## src/rtl/lifo_stack_pkg.sv

```systemverilog
package lifo_stack_pkg;
  // Decoded action for one cycle
  typedef enum logic [1:0] {
    OP_NONE   = 2'd0,
    OP_PUSH   = 2'd1,
    OP_POP    = 2'd2,
    OP_REJECT = 2'd3
  } stk_op_e;
endpackage

```

## src/rtl/lifo_stack_arb.sv

```systemverilog
module lifo_stack_arb
  import lifo_stack_pkg::*;
(
  input  logic    push_req,
  input  logic    pop_req,
  input  logic    full,
  input  logic    empty,
  output stk_op_e op
);
  always_comb begin
    if (push_req && pop_req)  op = OP_REJECT;
    else if (push_req)        op = full  ? OP_REJECT : OP_PUSH;
    else if (pop_req)         op = empty ? OP_REJECT : OP_POP;
    else                      op = OP_NONE;
  end
endmodule

```

## src/rtl/lifo_stack_ptr.sv

```systemverilog
module lifo_stack_ptr
  import lifo_stack_pkg::*;
#(
  parameter int DEPTH = 64,
  localparam int AW = $clog2(DEPTH)
) (
  input  logic          clk,
  input  logic          rst_n,
  input  stk_op_e       op,
  output logic [AW-1:0] sp,
  output logic          full,
  output logic          empty,
  output logic          err
);
  // DEPTH is a power of two: one past the top address wraps to zero
  localparam logic [AW-1:0] SP_BOTTOM = '0;
  localparam logic [AW-1:0] ADDR_LOW  = '0;

  logic [AW-1:0] sp_dec, sp_inc;
  assign sp_dec = sp - AW'(1);
  assign sp_inc = sp + AW'(1);

  always_ff @(posedge clk or negedge rst_n) begin
    if (!rst_n) begin
      sp    <= SP_BOTTOM;
      full  <= 1'b0;
      empty <= 1'b1;
      err   <= 1'b0;
    end else begin
      err <= (op == OP_REJECT);
      case (op)
        OP_PUSH: begin
          sp    <= sp_dec;
          full  <= (sp_dec == ADDR_LOW);
          empty <= 1'b0;
        end
        OP_POP: begin
          sp    <= sp_inc;
          full  <= 1'b0;
          empty <= (sp_inc == SP_BOTTOM);
        end
        default: ;
      endcase
    end
  end
endmodule

```

## src/rtl/lifo_stack_mem.sv

```systemverilog
module lifo_stack_mem #(
  parameter int W = 16,
  parameter int DEPTH = 64,
  localparam int AW = $clog2(DEPTH)
) (
  input  logic          clk,
  input  logic          we,
  input  logic [AW-1:0] waddr,
  input  logic [W-1:0]  wdata,
  input  logic [AW-1:0] raddr,
  output logic [W-1:0]  rdata
);
  logic [W-1:0] cells [DEPTH];

  always_ff @(posedge clk) begin
    if (we) cells[waddr] <= wdata;
  end

  assign rdata = cells[raddr];
endmodule

```

## src/rtl/lifo_stack.sv

```systemverilog
module lifo_stack
  import lifo_stack_pkg::*;
#(
  parameter int W = 16,
  parameter int DEPTH = 64,
  localparam int AW = $clog2(DEPTH)
) (
  input  logic          clk,
  input  logic          rst_n,
  input  logic          push_req,
  input  logic [W-1:0]  push_data,
  input  logic          pop_req,
  output logic          pop_valid,
  output logic [W-1:0]  pop_data,
  output logic [W-1:0]  tos_data,
  output logic [AW-1:0] sp,
  output logic          full,
  output logic          empty,
  output logic          err
);
  stk_op_e       op;
  logic [W-1:0]  rd_word;
  logic [AW-1:0] wr_addr;

  lifo_stack_arb arb_i (
    .push_req(push_req), .pop_req(pop_req),
    .full(full), .empty(empty), .op(op)
  );

  lifo_stack_ptr #(.DEPTH(DEPTH)) ptr_i (
    .clk(clk), .rst_n(rst_n), .op(op),
    .sp(sp), .full(full), .empty(empty), .err(err)
  );

  // pre-decrement: the write lands one below the current pointer
  assign wr_addr = sp - AW'(1);

  lifo_stack_mem #(.W(W), .DEPTH(DEPTH)) mem_i (
    .clk(clk), .we(op == OP_PUSH), .waddr(wr_addr),
    .wdata(push_data), .raddr(sp), .rdata(rd_word)
  );

  assign tos_data = empty ? '0 : rd_word;

  // read before increment: capture the word at the old pointer
  always_ff @(posedge clk or negedge rst_n) begin
    if (!rst_n) begin
      pop_valid <= 1'b0;
      pop_data  <= '0;
    end else begin
      pop_valid <= (op == OP_POP);
      if (op == OP_POP) pop_data <= rd_word;
    end
  end
endmodule

```

## config.mk

```make
export PLATFORM = sky130hd
export DESIGN_NAME = lifo_stack
export DESIGN_NICKNAME = d
export VERILOG_FILES = /design/src/rtl/lifo_stack_pkg.sv /design/src/rtl/lifo_stack_arb.sv /design/src/rtl/lifo_stack_ptr.sv /design/src/rtl/lifo_stack_mem.sv /design/src/rtl/lifo_stack.sv
export SDC_FILE = /design/constraint.sdc
export NUM_CORES = 1
export LEC_CHECK = 0
export ABC_AREA = 1
export ABC_CLOCK_PERIOD_IN_PS = 3500
export BUFFER_PORTS_ARGS = -buffer_cell sky130_fd_sc_hd__buf_2
export CAP_MARGIN = 20
export CORE_ASPECT_RATIO = 1.75
export CORE_MARGIN = 2
export CORE_UTILIZATION = 51
export CTS_BUF_LIST = sky130_fd_sc_hd__clkbuf_8
export DETAILED_ROUTE_END_ITERATION = 10
export GPL_TIMING_DRIVEN = 1
export PLACE_DENSITY = 0.67
export SLEW_MARGIN = 15
export SYNTH_ARGS = -nofsm -noshare
export SYNTH_HDL_FRONTEND = slang
export SYNTH_SLANG_ARGS = --single-unit
```

## constraint.sdc

```tcl
create_clock -name clk -period 3.5 [get_ports clk]
set_input_delay 0.35 -clock clk [delete_from_list [all_inputs] [get_ports clk]]
set_output_delay 0.35 -clock clk [all_outputs]
set_load 0.01 [all_outputs]
```

==> run_results.csv <==
group,metric,value,unit
detailed_routing,wire_per_inst,22.83,microns
finish,layout.nets,4287,
synthesis,syn-num-nets,4112,
setup_path,max_stage_delay,580,ps
timing,tightest_slew,1176,ps
timing,setup_ws,28.28,ps
synthesis,ys_seq_elements,1050,
detailed_routing,drc,0,
placed_design,dp_hpwl,70580,microns
floorplan,start_util,0.5148,
timing,hold_viol_final,0,
timing,grt_setup_unrepaired,"true",
floorplan,fp-row-count,142,
synthesis,syn_inst,4085,
placed_design,dp_slack,442.8,ps
clock_network,ctsHtreeMaxLevel,4,
placed_design,place_inst,5236,
timing,maxSlewViolCount,0,
synthesis,synth_cell_type_count,27,
status,outcome,"finished clean",
placed_design,gp_congestion,0.8534,
clock_network,clk_pin_slew_worst_paths,70,ps
placed_design,io_buffers,61,
global_route,grt_usage,0.2816,
power_and_ir_drop,p_leak,19.94,nW
floorplan,die_x,226.0,microns
setup_path,critPathRequiredTime,3150,ps
setup_path,r2r_setup_slack,410,ps
setup_path,cpMaxStageDelayCell,"dfrtp_4",
global_route,grt_pass1_vias,29388,
worst_hold_path,hp-class,"in2reg",
floorplan,fp.dieArea,88720,sq um
finish,final_common_cell,"nand2_1",
setup_path,critPathLaunchType,"register",
timing,setup-tns-final,0,ps
synthesis,yosysSeqAreaShare,0.7138,
setup_path,cp_cell_sequence,"inv_16 > buf_16 > buf_12 > nor2_1 > nand2_1 > nand2_1 > nand2_1 > nand2_1 > nor2_1 > nand2_1 > nand3_2 > a21oi_2 > buf_2",
synthesis,syn_area_per_cell,10.77,sq um
timing,relSlewSlack,0.2163,
detailed_routing,drt-initial-drc-count,3072,
timing,setup_violations,0,
finish,syn2layout_area_growth,13.45,%
clock_network,clk_latency,820,ps
clock_network,root_buffer,"clkbuf_8",
global_route,antenna_found_initial,3,
setup_path,cp_max_fo,24,
global_route,grt-ovfl-total,0,
floorplan,die_height,392.5,microns
timing,fin_worst_skew,28.39,ps
power_and_ir_drop,powerDensity,794.9,nW/um^2
timing,max_freq,288.0,MHz
placed_design,placed_area,46250,sq um
timing,min_period,3472,ps
finish,finalNonFillerCells,5529,
detailed_routing,via_count,30548,
detailed_routing,wl,126200,microns
job,cap_violations,0,
finish,stdcell_area,49910,sq um
detailed_routing,antenna_left,0,
floorplan,io-pin-count,62,
detailed_routing,drt_pass1_iterations,5,
power_and_ir_drop,ir_drop,799.2,uV
setup_path,endpoint_kind,"output pin",
finish,utilization,0.5840,
clock_network,cts_tree,"yes",
setup_path,timing.critical_path.mode_cell,"nand2_1",
synthesis,yosys_warnings,0,
setup_path,worstPathArrival,3120,ps
setup_path,crit_type,"reg2out",
clock_network,cts.sinks,1050,
global_route,grt_max_degree,85,
timing,period_share,0.9919,
global_route,grt_pass1_wl,181500,microns
clock_network,cts_made_buffers,144,
finish,drive_above_1_share,0.1132,
clock_network,cts_buffer_depth,3,
floorplan,core_area,85460,sq um
synthesis,mappedNetlistArea,43990,sq um
detailed_routing,viasPerCell,5.525,
finish,layout_common_cells,"nand2_1, edfxtp_1, nor2_1, inv_1, nand3_1",
synthesized netlist by cell type:
master,instances,area share
a21oi_1,152,0.017
a31oi_1,1,0.00014
buf_1,35,0.0030
buf_2,82,0.0093
buf_4,20,0.0034
buf_6,2,0.00051
clkbuf_1,75,0.0064
clkinv_1,1,0.000085
dfrtp_1,25,0.014
dfstp_2,1,0.00060
edfxtp_1,1024,0.70
ha_1,7,0.0020
inv_1,372,0.032
inv_2,6,0.00051
inv_4,1,0.00014
nand2_1,1288,0.11
nand3_1,392,0.045
nand4_1,2,0.00028
nor2_1,436,0.037
nor2_2,1,0.00014
nor3_1,2,0.00023
o211ai_1,1,0.00017
o21ai_0,150,0.017
o22ai_1,1,0.00014
xnor2_1,1,0.00020
xor2_1,5,0.0010
xor2_2,2,0.00074
worst max-delay path: cells and delay by family, from the launching register on:
| family | cells | cell delay, ps |
|---|---|---|
| and+or+nand+nor | 8 | 700 |
| buffers and inverters | 4 | 690 |
| DFF | 1 | 580 |
| AOI/OAI and AO/OA | 1 | 310 |
through the flow:
stage	power [mW]	hold WS [ps]
after floorplan	23.45	54.41
after global placement	28.90	429.3
after detailed placement	29.07	435.2
after CTS	38.76	2.125
after global routing	41.48	28.68
final	39.67	39.48
kinds of logic after synthesis:
kind of cell,after synthesis,share of synthesized area
XOR/XNOR,8,0.001934
flip-flops,1050,0.7138
buffers and inverters,594,0.05512
adder cells (fa/ha/maj),7,0.001991
AND/OR/NAND/NOR,2121,0.1923
AO/OA/AOI/OAI,305,0.03481
area by class of cell:
type	count	area (sq um)
clock inverter	107	554.3
inverter	380	1464
antenna	3	7.507
sequential	1050	31410
clock buffer	153	2106
timing repair inverter	5	51.30
tap	1152	1441
multi-input combinational	2441	10430
timing repair buffer	238	2440
fill	6965	35550
power breakdown:
group	internal [mW]	total, mW	leakage [nW]	switching (mW)
registers	14.3	14.5	9.52	0.192
clock network	4.28	8.87	1.50	4.59
logic	4.94	16.3	8.91	11.4
timing repair:
| action | 4_1_cts | 5_1_grt |
|---|---|---|
| pin swaps | 2 | 5 |
| hold endpoints to repair | 26 | 0 |
| hold buffers | 1 | 0 |
| setup endpoints to repair | 16 | 16 |
| buffers inserted | 8 | 2 |
| cloned | 8 | 9 |
| resized for setup | 54 | 50 |
routing by layer:
layer	vias up	track usage	wire, microns
li1	13917	-	-
met1	14821	0.3354	45120
met2	1477	0.4926	64850
met3	331	0.04722	10210
met4	2	0.1404	6028
met5	-	0	9
registers in the layout (all words and copies together), names as in the netlist:
register,cells
ptr_i.full,1
ptr_i.empty,1
mem_i.cells,1024
pop_valid,1
ptr_i.sp,6
ptr_i.err,1
pop_data,16
worst paths after layout:
path | startpoint | end | depth (start not counted)
worst max-delay path | ptr_i.sp[1] | tos_data[12] | 13
worst min-delay path | push_data[9] | mem_i.cells[63][9] | 1
min in group asynchronous | rst_n | pop_data[12] | 2
worst max register to register | ptr_i.sp[1] | mem_i.cells[19][14] | 9
max in group asynchronous | rst_n | ptr_i.sp[0] | 2
worst min register to register | pop_data[4] | pop_data[4] | 2
(Power assumes the default switching activity.)
